$ cat config.mk
export PLATFORM = sky130hd
export DESIGN_NAME = pes_collector
export DESIGN_NICKNAME = d
export VERILOG_FILES = /design/src/rtl/pes_pkg.sv /design/src/rtl/pes_rst_sync.sv /design/src/rtl/pes_regs.sv /design/src/rtl/pes_accum.sv /design/src/rtl/pes_result.sv /design/src/rtl/pes_collector.sv
export SDC_FILE = /design/constraint.sdc
export NUM_CORES = 1
export LEC_CHECK = 0
export ABC_CLOCK_PERIOD_IN_PS = 3100
export CORE_MARGIN = 10
export CORE_UTILIZATION = 40
export DETAILED_ROUTE_END_ITERATION = 10
export GPL_ROUTABILITY_DRIVEN = 0
export SLEW_MARGIN = 0
export SYNTH_ARGS = -nofsm -noshare
export SYNTH_HDL_FRONTEND = slang
export SYNTH_SLANG_ARGS = --single-unit
$ cat constraint.sdc
create_clock -name clk -period 3.1 [get_ports clk]
set_input_delay 0.62 -clock clk [delete_from_list [all_inputs] [get_ports clk]]
set_output_delay 0.62 -clock clk [all_outputs]
set_load 0.005 [all_outputs]
$ cat src/rtl/pes_pkg.sv
package pes_pkg;

  localparam logic [2:0] ADR_CTRL  = 3'd0;
  localparam logic [2:0] ADR_WIN   = 3'd1;
  localparam logic [2:0] ADR_MEAN  = 3'd2;
  localparam logic [2:0] ADR_PP_LO = 3'd3;
  localparam logic [2:0] ADR_PP_HI = 3'd4;
  localparam logic [2:0] ADR_AB_LO = 3'd5;
  localparam logic [2:0] ADR_AB_HI = 3'd6;

  typedef enum logic {
    MODE_FREE = 1'b0,
    MODE_ONCE = 1'b1
  } upd_mode_e;

endpackage

$ cat src/rtl/pes_rst_sync.sv
module pes_rst_sync #(
  parameter int STAGES = 2
) (
  input  logic clk,
  input  logic rst_n,
  output logic rst_sync_n
);

  logic [STAGES-1:0] chain_q;
  logic [STAGES-1:0] chain_d;

  always_comb begin
    chain_d = {chain_q[STAGES-2:0], 1'b1};
  end

  always_ff @(posedge clk or negedge rst_n) begin
    if (!rst_n) begin
      chain_q <= '0;
    end else begin
      chain_q <= chain_d;
    end
  end

  assign rst_sync_n = chain_q[STAGES-1];

endmodule

$ cat src/rtl/pes_regs.sv
module pes_regs
  import pes_pkg::*;
#(
  parameter int LOG_MAX   = 8,
  parameter int LOG_RESET = 4,
  localparam int LOG_W    = $clog2(LOG_MAX + 1)
) (
  input  logic             clk,
  input  logic             rst_n,
  input  logic             we_i,
  input  logic [2:0]       addr_i,
  input  logic [7:0]       wdata_i,
  input  logic             line_stb_i,
  input  logic             publish_i,
  output upd_mode_e        mode_o,
  output logic             en_o,
  output logic [LOG_W-1:0] winlog_o,
  output logic             flag_o,
  output logic             accept_o,
  output logic             restart_o
);

  upd_mode_e        mode_q, mode_d;
  logic             en_q, en_d;
  logic [LOG_W-1:0] win_q, win_d;
  logic             flag_q, flag_d;
  logic             ctrl_wr, win_wr, halted, reg_ce;

  always_comb begin
    ctrl_wr   = we_i && (addr_i == ADR_CTRL);
    win_wr    = we_i && (addr_i == ADR_WIN);
    restart_o = ctrl_wr || win_wr;
    halted    = (mode_q == MODE_ONCE) && flag_q;
    accept_o  = line_stb_i && en_q && !halted && !restart_o;
    reg_ce    = restart_o || publish_i;
  end

  always_comb begin
    mode_d = mode_q;
    en_d   = en_q;
    win_d  = win_q;
    flag_d = flag_q;
    if (ctrl_wr) begin
      mode_d = upd_mode_e'(wdata_i[1]);
      en_d   = wdata_i[0];
      if (wdata_i[1] && wdata_i[0]) begin
        flag_d = 1'b0;
      end
    end
    if (win_wr) begin
      if (wdata_i > 8'(LOG_MAX)) begin
        win_d = LOG_W'(LOG_MAX);
      end else begin
        win_d = wdata_i[LOG_W-1:0];
      end
    end
    if (publish_i) begin
      flag_d = (mode_q == MODE_ONCE) ? 1'b1 : ~flag_q;
    end
  end

  always_ff @(posedge clk or negedge rst_n) begin
    if (!rst_n) begin
      mode_q <= MODE_FREE;
      en_q   <= 1'b0;
      win_q  <= LOG_W'(LOG_RESET);
      flag_q <= 1'b0;
    end else if (reg_ce) begin
      mode_q <= mode_d;
      en_q   <= en_d;
      win_q  <= win_d;
      flag_q <= flag_d;
    end
  end

  assign mode_o   = mode_q;
  assign en_o     = en_q;
  assign winlog_o = win_q;
  assign flag_o   = flag_q;


  once_hold_chk: assert property (@(posedge clk) disable iff (!rst_n)
    ((mode_q == MODE_ONCE) && flag_q && !ctrl_wr) |=> flag_q);


  free_toggle_chk: assert property (@(posedge clk) disable iff (!rst_n)
    (publish_i && (mode_q == MODE_FREE)) |=> (flag_q != $past(flag_q)));


  idle_flag_chk: assert property (@(posedge clk) disable iff (!rst_n)
    (!en_q && !ctrl_wr) |=> $stable(flag_q));

endmodule

$ cat src/rtl/pes_accum.sv
module pes_accum #(
  parameter int ERR_W   = 12,
  parameter int LOG_MAX = 8,
  parameter int ABS_W   = 16,
  localparam int LOG_W  = $clog2(LOG_MAX + 1),
  localparam int SUM_W  = ERR_W + LOG_MAX,
  localparam int CNT_W  = LOG_MAX
) (
  input  logic                    clk,
  input  logic                    rst_n,
  input  logic                    accept_i,
  input  logic                    restart_i,
  input  logic [LOG_W-1:0]        winlog_i,
  input  logic signed [ERR_W-1:0] sample_i,
  output logic                    publish_o,
  output logic signed [SUM_W-1:0] sum_nx_o,
  output logic signed [ERR_W-1:0] max_nx_o,
  output logic signed [ERR_W-1:0] min_nx_o,
  output logic [ABS_W-1:0]        abs_nx_o
);

  logic [CNT_W-1:0]        cnt_q, cnt_d, last_cnt;
  logic [CNT_W:0]          span;
  logic signed [SUM_W-1:0] sum_q;
  logic signed [ERR_W-1:0] max_q, min_q;
  logic [ABS_W-1:0]        abs_q;
  logic                    first;
  logic signed [SUM_W-1:0] samp_ext;
  logic signed [ERR_W:0]   samp_w;
  logic [ERR_W:0]          mag;
  logic [ABS_W:0]          abs_wide;
  logic                    cnt_ce;

  always_comb begin
    span     = {{CNT_W{1'b0}}, 1'b1} << winlog_i;
    last_cnt = CNT_W'(span - 1'b1);
    first    = (cnt_q == '0);
    samp_ext = {{LOG_MAX{sample_i[ERR_W-1]}}, sample_i};
    samp_w   = {sample_i[ERR_W-1], sample_i};
    mag      = samp_w[ERR_W] ? (~samp_w + 1'b1) : samp_w;
  end

  always_comb begin
    sum_nx_o = first ? samp_ext : (sum_q + samp_ext);
    max_nx_o = (first || (sample_i > max_q)) ? sample_i : max_q;
    min_nx_o = (first || (sample_i < min_q)) ? sample_i : min_q;
    abs_wide = (first ? {(ABS_W+1){1'b0}} : {1'b0, abs_q})
             + {{(ABS_W-ERR_W){1'b0}}, mag};
    abs_nx_o = abs_wide[ABS_W] ? {ABS_W{1'b1}} : abs_wide[ABS_W-1:0];
    publish_o = accept_i && (cnt_q == last_cnt);
  end

  always_comb begin
    cnt_ce = accept_i || restart_i;
    cnt_d  = cnt_q;
    if (restart_i) begin
      cnt_d = '0;
    end else if (accept_i) begin
      cnt_d = publish_o ? '0 : cnt_q + 1'b1;
    end
  end

  always_ff @(posedge clk or negedge rst_n) begin
    if (!rst_n) begin
      cnt_q <= '0;
    end else if (cnt_ce) begin
      cnt_q <= cnt_d;
    end
  end

  always_ff @(posedge clk or negedge rst_n) begin
    if (!rst_n) begin
      sum_q <= '0;
      max_q <= '0;
      min_q <= '0;
      abs_q <= '0;
    end else if (accept_i) begin
      sum_q <= sum_nx_o;
      max_q <= max_nx_o;
      min_q <= min_nx_o;
      abs_q <= abs_nx_o;
    end
  end


  cnt_range_chk: assert property (@(posedge clk) disable iff (!rst_n)
    cnt_q <= last_cnt);


  collide_drop_chk: assert property (@(posedge clk) disable iff (!rst_n)
    restart_i |-> !publish_o);


  abs_mono_chk: assert property (@(posedge clk) disable iff (!rst_n)
    (accept_i && (cnt_q != '0)) |=> (abs_q >= $past(abs_q)));

endmodule

$ cat src/rtl/pes_result.sv
module pes_result #(
  parameter int ERR_W   = 12,
  parameter int LOG_MAX = 8,
  parameter int ABS_W   = 16,
  parameter int PP_W    = 16,
  parameter int MEAN_W  = 8,
  localparam int LOG_W  = $clog2(LOG_MAX + 1),
  localparam int SUM_W  = ERR_W + LOG_MAX
) (
  input  logic                    clk,
  input  logic                    rst_n,
  input  logic                    publish_i,
  input  logic [LOG_W-1:0]        winlog_i,
  input  logic signed [SUM_W-1:0] sum_i,
  input  logic signed [ERR_W-1:0] max_i,
  input  logic signed [ERR_W-1:0] min_i,
  input  logic [ABS_W-1:0]        abs_i,
  output logic [MEAN_W-1:0]       mean_o,
  output logic [PP_W-1:0]         pp_o,
  output logic [ABS_W-1:0]        abs_o
);

  logic signed [SUM_W-1:0]  shifted;
  logic [SUM_W-MEAN_W:0]    top_bits;
  logic                     fits;
  logic [MEAN_W-1:0]        mean_nx;
  logic [ERR_W:0]           diff;
  logic [PP_W-1:0]          pp_nx;
  logic [MEAN_W-1:0]        mean_q;
  logic [PP_W-1:0]          pp_q;
  logic [ABS_W-1:0]         abs_q;

  always_comb begin
    shifted  = sum_i >>> winlog_i;
    top_bits = shifted[SUM_W-1:MEAN_W-1];
    fits     = (top_bits == '0) || (top_bits == '1);
    if (fits) begin
      mean_nx = shifted[MEAN_W-1:0];
    end else if (shifted[SUM_W-1]) begin
      mean_nx = {1'b1, {(MEAN_W-1){1'b0}}};
    end else begin
      mean_nx = {1'b0, {(MEAN_W-1){1'b1}}};
    end
    diff = {max_i[ERR_W-1], max_i} - {min_i[ERR_W-1], min_i};
  end

  generate
    if (ERR_W + 1 <= PP_W) begin : g_pp_fit
      assign pp_nx = PP_W'(diff);
    end else begin : g_pp_sat
      assign pp_nx = (|diff[ERR_W:PP_W]) ? {PP_W{1'b1}} : diff[PP_W-1:0];
    end
  endgenerate

  always_ff @(posedge clk or negedge rst_n) begin
    if (!rst_n) begin
      mean_q <= '0;
      pp_q   <= '0;
      abs_q  <= '0;
    end else if (publish_i) begin
      mean_q <= mean_nx;
      pp_q   <= pp_nx;
      abs_q  <= abs_i;
    end
  end

  assign mean_o = mean_q;
  assign pp_o   = pp_q;
  assign abs_o  = abs_q;


  pp_le_abs_chk: assert property (@(posedge clk) disable iff (!rst_n)
    publish_i |=> (32'(abs_q) >= 32'(pp_q)));

endmodule

$ cat src/rtl/pes_collector.sv
module pes_collector
  import pes_pkg::*;
#(
  parameter int ERR_W     = 12,
  parameter int LOG_MAX   = 8,
  parameter int LOG_RESET = 4
) (
  input  logic             clk,
  input  logic             rst_n,
  input  logic             line_stb,
  input  logic [ERR_W-1:0] phase_err,
  input  logic             reg_we,
  input  logic [2:0]       reg_addr,
  input  logic [7:0]       reg_wdata,
  output logic [7:0]       reg_rdata
);

  localparam int LOG_W  = $clog2(LOG_MAX + 1);
  localparam int SUM_W  = ERR_W + LOG_MAX;
  localparam int RES_W  = 16;
  localparam int MEAN_W = 8;

  logic                    rst_i_n;
  upd_mode_e               mode;
  logic                    en, flag, accept, restart, publish;
  logic [LOG_W-1:0]        winlog;
  logic signed [SUM_W-1:0] sum_nx;
  logic signed [ERR_W-1:0] max_nx, min_nx;
  logic [RES_W-1:0]        abs_nx;
  logic [MEAN_W-1:0]       mean_r;
  logic [RES_W-1:0]        pp_r, abs_r;

  pes_rst_sync #(.STAGES(2)) u_rst (
    .clk        (clk),
    .rst_n      (rst_n),
    .rst_sync_n (rst_i_n)
  );

  pes_regs #(.LOG_MAX(LOG_MAX), .LOG_RESET(LOG_RESET)) u_regs (
    .clk        (clk),
    .rst_n      (rst_i_n),
    .we_i       (reg_we),
    .addr_i     (reg_addr),
    .wdata_i    (reg_wdata),
    .line_stb_i (line_stb),
    .publish_i  (publish),
    .mode_o     (mode),
    .en_o       (en),
    .winlog_o   (winlog),
    .flag_o     (flag),
    .accept_o   (accept),
    .restart_o  (restart)
  );

  pes_accum #(.ERR_W(ERR_W), .LOG_MAX(LOG_MAX), .ABS_W(RES_W)) u_acc (
    .clk       (clk),
    .rst_n     (rst_i_n),
    .accept_i  (accept),
    .restart_i (restart),
    .winlog_i  (winlog),
    .sample_i  (phase_err),
    .publish_o (publish),
    .sum_nx_o  (sum_nx),
    .max_nx_o  (max_nx),
    .min_nx_o  (min_nx),
    .abs_nx_o  (abs_nx)
  );

  pes_result #(.ERR_W(ERR_W), .LOG_MAX(LOG_MAX), .ABS_W(RES_W),
               .PP_W(RES_W), .MEAN_W(MEAN_W)) u_res (
    .clk       (clk),
    .rst_n     (rst_i_n),
    .publish_i (publish),
    .winlog_i  (winlog),
    .sum_i     (sum_nx),
    .max_i     (max_nx),
    .min_i     (min_nx),
    .abs_i     (abs_nx),
    .mean_o    (mean_r),
    .pp_o      (pp_r),
    .abs_o     (abs_r)
  );

  always_comb begin
    case (reg_addr)
      ADR_CTRL:  reg_rdata = {flag, 5'b0, (mode == MODE_ONCE), en};
      ADR_WIN:   reg_rdata = 8'(winlog);
      ADR_MEAN:  reg_rdata = mean_r;
      ADR_PP_LO: reg_rdata = pp_r[7:0];
      ADR_PP_HI: reg_rdata = pp_r[15:8];
      ADR_AB_LO: reg_rdata = abs_r[7:0];
      ADR_AB_HI: reg_rdata = abs_r[15:8];
      default:   reg_rdata = 8'h00;
    endcase
  end

endmodule

==> flow_metrics.tcl, run 1 <==
set metrics [dict create \
    status "finished with violations" \
    failed_checks "setup timing" \
    cp_slowest_stage_delay_ns 0.39 \
    syn-num-nets 1247 \
    wl_mm 33.0 \
    cp_common_cell "a21o_1" \
    total_power_mw 16.4 \
    synth_top_cell_area_share_pct 29.9 \
    clock.fmax_ghz 0.243 \
    min-delay-path-class "input port to async pin" \
    power-per-cell-area_nw_per_um2 1110 \
    drt.antenna.violating_nets 0 \
    number_of_enable_flip_flop_cells_after_synthesis 0 \
    crit_path_top_delay_cell "dfrtp_1" \
    worst_r2r_end "u_res.pp_o[12]" \
    cp_cell_sequence "inv_2 > ha_4 > a21o_1 > a21o_1 > a21oi_2 > o21ai_1 > a211o_1 > nand3_4 > mux2_4 > ha_4 > fa_2 > inv_1 > a21o_1 > nand4_1 > a211oi_2 > a221oi_4 > a211o_1 > o211ai_1 > mux2_4 > o21ai_1" \
    h-tree-depth 4 \
    worstMarginPinSlew_ns 0.897 \
    io_pins 35 \
    ys_seq_area_share_pct 30.1 \
    finalNetCount 1580 \
    worst-endpoint-arrival_ns 4.43 \
    antenna_violations_before_repair 0 \
    cts.hold.buffers_added 0 \
    final.min_clock_period_ns 4.11 \
    insertion_delay_ns 0.43 \
    dpl.hpwl_mm 22.5 \
    clock_skew_ns 0.0134 \
    yosys-top-cells-area "dfrtp_1 (30%), ha_1 (9.3%), nand2_1 (5.8%), o21ai_0 (5.8%), nor2_1 (3.6%)" \
    hold_violations 0 \
    synth.lib_cells_used.distinct 74 \
    ir_drop_mv 0.616 \
    grt_first_pass_wirelength_mm 52.7 \
    detailroute.via_count 10100 \
    first_pass_iters 6 \
    antenna_cells_inserted 0 \
    globalRouteOverflowTotal 0 \
    maxSlewHeadroom_pct 39.4 \
    start_to_end_type_of_the_worst_setup_path "flip-flop to flip-flop" \
    cap_viol_max_count 0 \
    rows 56 \
    root_buffer "clkbuf_16" \
    postPlaceCellArea_um2 12200 \
    grt_pass1_vias 10200 \
    period_share_pct 133 \
    critical_path.startpoint_type "flip-flop" \
    rr_startpoint "u_acc.min_q[5]" \
    synthDominantAreaCellType "dfrtp_1" \
    grt_start_max_net_pins 76 \
    synthesized_area_um2 9470 \
    numClockSinks 114 \
    worst_setup_path_end_kind "flip-flop" \
    rsz_0062_raised_after_global_routing "yes" \
    worst_ep_required_time_ns 3.41 \
    grtUsageTotal_pct 21.2 \
    timing.final.setup_violations 50 \
    ys_async_sr_fraction_pct 100 \
    synth.ff_latch_count 114 \
    synthesis.instances 1147 \
    effective_utilization_at_floorplan_pct 40.5 \
    post-route-worst-setup-slack_ns -1.01 \
    post_drt_wl_per_cell_um 18.2 \
    avgSynthCellArea_um2 8.25 \
    worstPathMaxFanout 3 \
    floorplan.die.height_um 174 \
    final_design_area_no_fill_um2 14800 \
    place_worst_setup_slack_ns -1.81 \
    drc_violation_count_after_routing 0 \
    reg_to_reg_setup_timing_slack_ns -1.01 \
    ff2ff_path_depth 20 \
    clk_transition_reported_paths_ns 0.07 \
    synth.yosys.warnings 0 \
    core_area_um2 23400 \
    detail_route.vias_per_cell 5.56 \
    tritoncts.num_buffers 17 \
    cellLeakagePower_nw 6.67 \
    fin_hold_ws_ns 0.344 \
    die-area_um2 30200 \
    cts_tree "yes" \
    layout-drive-gt1-share_pct 41.5 \
    drt_first_iter_violations 672 \
    buffer_ports.inserted 34 \
    synth_top_flop_cell "dfrtp_1" \
    dieWidth_um 174 \
    final_core_density_pct 63.3 \
    max-clock-path-buffers 2 \
    area_growth_pct 56.3 \
    final-max-slew-violation-count 0 \
]
## worst max-delay path by stage
stage / end / startpoint / slack [ns] / cells after the start
2_1_floorplan: u_acc.abs_q[13] / u_acc.cnt_q[0] / -1.50 / 25
3_3_place_gp: u_res.pp_o[12] / phase_err[5] / -1.71 / 20
3_5_place_dp: u_res.mean_o[1] / phase_err[7] / -1.81 / 16
4_1_cts: u_res.pp_o[12] / u_acc.min_q[5] / -0.93 / 20
5_1_grt: u_res.pp_o[8] / u_acc.min_q[5] / -1.18 / 20
6_report: u_res.pp_o[12] / u_acc.min_q[5] / -1.01 / 20
## cells in the mapped netlist, drive strengths merged (12+ instances only)
cell type,number
nand2,147
o21ai,124
dfrtp,113
nor2,94
ha,70
a21oi,65
inv,50
clkbuf,47
xnor2,38
mux2i,34
mux2,28
a21o,25
nor3,25
nand3,24
and2,22
a211oi,15
a31oi,13
nand4,13
xor2,13
buf,12
nor2b,12
o31ai,12
## cell type report
type | count | area [um^2]
Sequential cell | 114 | 2860
Clock inverter | 15 | 163
Fill cell | 1930 | 8600
Clock buffer | 17 | 425
Timing Repair Buffer | 373 | 3090
Multi-Input combinational cell | 924 | 7680
Inverter | 50 | 188
Tap cell | 319 | 399
## power breakdown
group	leakage, nW	total, mW	switching (mW)	internal (mW)
combinational	4.91	12.2	5.96	6.21
sequential	1.48	2.17	0.296	1.87
clock	0.285	2.04	0.896	1.14
total	6.67	16.4	7.15	9.23
## layer usage
| layer | up-vias | global-route usage, % | routed length [um] |
|---|---|---|---|
| met5 | - | 0 | 0 |
| met4 | 0 | 8.37 | 1230 |
| met3 | 81 | 3.44 | 1090 |
| met2 | 233 | 37.3 | 16800 |
| met1 | 4900 | 25.2 | 13800 |
| li1 | 4854 | - | - |
## through the flow
stage | setup TNS (ns) | cells
global route | -49.26 | 1812
global placement | -78.67 | 1704
finish | -41.30 | 1812
floorplan | -57.33 | 1147
detailed placement | -84.56 | 1704
CTS | -39.28 | 1782
## sequential cells by signal, indices dropped and copies added (netlist names)
register	flops
u_acc.cnt_q	8
u_regs.mode_o	1
u_res.abs_o	16
u_regs.en_o	1
u_rst.chain_q	2
u_regs.winlog_o	4
u_regs.flag_o	1
u_acc.sum_q	20
u_acc.abs_q	16
u_res.pp_o	13
u_acc.max_q	12
u_res.mean_o	8
u_acc.min_q	12
## critical path, delay by kind of cell (launching register included)
kind,cells,cell delay (ns)
compound gates,11,2.02
fa+ha+maj,3,0.69
mux,2,0.49
flops,1,0.39
simple gates,2,0.27
buf+inv,2,0.13
## what timing repair did
item,CTS,global route
setup endpoints to repair,60,57
pin swaps,116,80
endpoints found under the hold margin,0,0
resized for setup,243,97
setup buffers,48,33
## cells by family (layout without fill, tap and decap cells)
logic type                 after synthesis  count (layout)  share of synthesized area, %
other                                    2               2                        0.0793
AOI/OAI and AO/OA                      355             355                          24.3
and+or+nand+nor                        375             375                          18.3
xor gates and xnor gates                51              51                          4.72
DFF                                    114             114                          30.1
adders and majority gates               75              75                          10.1
muxes                                   66              66                          7.88
buffers and inverters                  109             455                          4.57
## placed cells by master (no fill, tap or decap), types with 27 or more instances in the layout
master	count
a21oi_1	41
buf_4	297
buf_6	33
dfrtp_1	112
ha_1	37
ha_4	29
inv_1	43
mux2i_1	31
nand2_1	144
nor2_1	70
o21ai_0	72
o21ai_1	34
xnor2_1	27
No activity file was read; power rests on OpenSTA's default activity.
==> run 2, diff against run 1 <==
CELL_PAD_IN_SITES_DETAIL_PLACEMENT = 0   (was default)
CELL_PAD_IN_SITES_GLOBAL_PLACEMENT = 2   (was default)
CORE_UTILIZATION = 35   (was 40)
PLACE_DENSITY_LB_ADDON = 0.1   (was default)
RECOVER_POWER = 100   (was default)
TNS_END_PERCENT = 50   (was default)
==> run 2 against run 1 <==
The flow finishes with violations (capacitance limit, slew limit, setup timing). Clock skew hardly changed. Hold slack better by 0.015 ns. Maximum frequency is 1.3% lower. Register-to-register slack worse by 0.04 ns. Sequential cell count stayed put. Routed wire length is 2.7% higher. First-iteration DRC count is 21% lower. Final cell count is 1.0% higher. Power is 6.3% lower. Global-route usage is 0.87 points lower. Count of clock-buffer cells in the layout stayed put. Core utilization is 9.1 points lower. Largest cell class unchanged.
==> flow_metrics.tcl, run 2 (synthesis results as in run 1) <==
set metrics [dict create \
    cts.hold.buffers_added 0 \
    final-max-slew-violation-count 54 \
    maxSlewHeadroom_pct -60.5 \
    internal_power_mw 8.75 \
    hold_violations 0 \
    critical_path.startpoint_type "input port" \
    rows 60 \
    rr_startpoint "u_acc.cnt_q[0]" \
    largest-register "u_acc.sum_q" \
    core_area_um2 26800 \
    die-area_um2 34000 \
    cp_cell_sequence "clkdlybuf4s15_2 > buf_4 > ha_1 > nand4_1 > nor2_1 > nand4_1 > o311ai_1 > a31oi_2 > nor2_4 > clkbuf_2 > mux2_1 > ha_1 > buf_4 > a221oi_2 > a211o_1 > o211ai_1 > mux2_4 > o21ai_1" \
    cp_slowest_stage_delay_ns 0.39 \
    grtUsageTotal_pct 20.3 \
    cellLeakagePower_nw 6.63 \
    final.min_clock_period_ns 4.17 \
    layout.cells.most_common "buf_4" \
    worst_setup_path_end_kind "flip-flop" \
    start_to_end_type_of_the_worst_setup_path "input port to flip-flop" \
    clock.fmax_ghz 0.240 \
    area_growth_pct 53.2 \
    detail_route.vias_per_cell 5.26 \
    critical_path.endpoint "u_res.pp_o[12]" \
    final_cell_mix "buf_4 (291), nand2_1 (143), dfrtp_1 (113), nor2_1 (72), o21ai_0 (70)" \
    io_pins 35 \
    drt.antenna.violating_nets 0 \
    layout-drive-gt1-share_pct 39.0 \
    timing.final.setup_violations 58 \
    crit_path_top_delay_cell "mux2_1" \
    finalNetCount 1577 \
    pwr-share-seq_pct 14.2 \
    floorplan.die.height_um 184 \
    tns_ns -46.32 \
    wl_mm 33.9 \
    cap_viol_max_count 1 \
    p_clk_share_pct 12.9 \
    clk_transition_reported_paths_ns 0.07 \
    cts_tree "yes" \
    insertion_delay_ns 0.43 \
    first_pass_iters 4 \
    period_share_pct 134 \
    globalRouteOverflowTotal 0 \
    worstMarginPinSlew_ns 2.41 \
    total_power_mw 15.3 \
    antenna_cells_inserted 0 \
    pwr-share-comb_pct 72.9 \
    tritoncts.num_buffers 17 \
    drt_first_iter_violations 534 \
    dieWidth_um 184 \
    fin_hold_ws_ns 0.360 \
    final_core_density_pct 54.1 \
    clock_skew_ns 0.0130 \
    critical_path.startpoint "phase_err[7]" \
    post-route-worst-setup-slack_ns -1.07 \
    dpl.hpwl_mm 25.0 \
    p_sw_share_pct 43.0 \
    ff2ff_path_depth 20 \
    reg_to_reg_setup_timing_slack_ns -1.05 \
    ir_drop_mv 0.487 \
    detailroute.via_count 9630 \
    min-delay-path-class "flip-flop to flip-flop" \
    grt_start_max_net_pins 54 \
    failed_checks "capacitance limit, slew limit, setup timing" \
    power-per-cell-area_nw_per_um2 1060 \
    worst_r2r_end "u_acc.abs_q[15]" \
    final_design_area_no_fill_um2 14500 \
    root_buffer "clkbuf_16" \
    postPlaceCellArea_um2 12400 \
    largest_register_ff_count 20 \
    h-tree-depth 4 \
    post_drt_wl_per_cell_um 18.5 \
    status "finished with violations" \
    power.switching_mw 6.60 \
    buffer_ports.inserted 34 \
    antenna_violations_before_repair 0 \
    grt_pass1_vias 9944 \
    numClockSinks 114 \
    grt_first_pass_wirelength_mm 54.3 \
    worstPathMaxFanout 12 \
    worst_ep_required_time_ns 3.46 \
    drc_violation_count_after_routing 0 \
    max-clock-path-buffers 2 \
    worst-endpoint-arrival_ns 4.53 \
    effective_utilization_at_floorplan_pct 35.3 \
    rsz_0062_raised_after_global_routing "yes" \
]
run 2: cell types whose count changed in the layout (fill, tap and decap cells not counted), moves of 4 or more:
cell             change
xnor2_1              +6
clkbuf_4             +4
buf_6                -9
ha_1                 +6
clkdlybuf4s50_1      -4
o21ai_2              -4
buf_4                -6
xnor2_2              -6
ha_4                 -6
o21ai_1              +7
run 2: worst max-delay path: cells and delay by family:
family,cells,cell delay (ns)
AOI/OAI and AO/OA,6,0.99
buffers and inverters,4,0.91
and+or+nand+nor,4,0.70
muxes,2,0.67
adders and majority gates,2,0.62
run 2: layout make-up:
type                    count  area, um^2
inverters                  50         188
multi-input cells         924        7420
clock inverters            15         145
well taps                 341         427
repair buffers            370        3040
fillers                  2556       12300
flip-flops and latches    114        2850
clock buffers              17         425
run 2: what timing repair did:
item                                    in CTS  in global routing
gates resized for setup                    254                 31
endpoints found under the setup margin      63                 62
pin swaps                                  103                 27
buffers inserted                            41                  6
gates cloned                                 1                  0
run 2: worst min-delay path by stage:
stage	startpoint	end	cells after the start
6_report	u_rst.chain_q[0]	u_rst.chain_q[1]	0
5_1_grt	u_rst.chain_q[0]	u_rst.chain_q[1]	0
4_1_cts	rst_n	u_rst.chain_q[1]	1
3_5_place_dp	u_rst.chain_q[0]	u_rst.chain_q[1]	0
3_3_place_gp	u_rst.chain_q[0]	u_rst.chain_q[1]	0
2_1_floorplan	rst_n	u_rst.chain_q[0]	0
run 2: power by group through the flow:
stage          sequential (mW)  combinational [mW]  clock, mW
6_report                  2.18                11.2       1.98
5_1_grt                   2.22                12.1       2.08
4_1_cts                   2.17                11.1       2.02
3_5_place_dp              2.15                9.22          0
3_3_place_gp              2.14                9.19          0
2_1_floorplan             2.11                5.24          0
run 2: stage by stage:
| step | worst slack [ns] | std cells |
|---|---|---|
| after floorplan | -1.50 | 1147 |
| after global placement | -1.76 | 1755 |
| after detailed placement | -1.84 | 1755 |
| after CTS | -1.14 | 1827 |
| after global routing | -1.28 | 1831 |
| final | -1.07 | 1831 |
run 2: per-layer routing:
metal	track usage, %	wire length [um]
met1	24.6	15000
met2	37.4	17800
met3	2.80	757
met4	3.90	354
met5	0	0
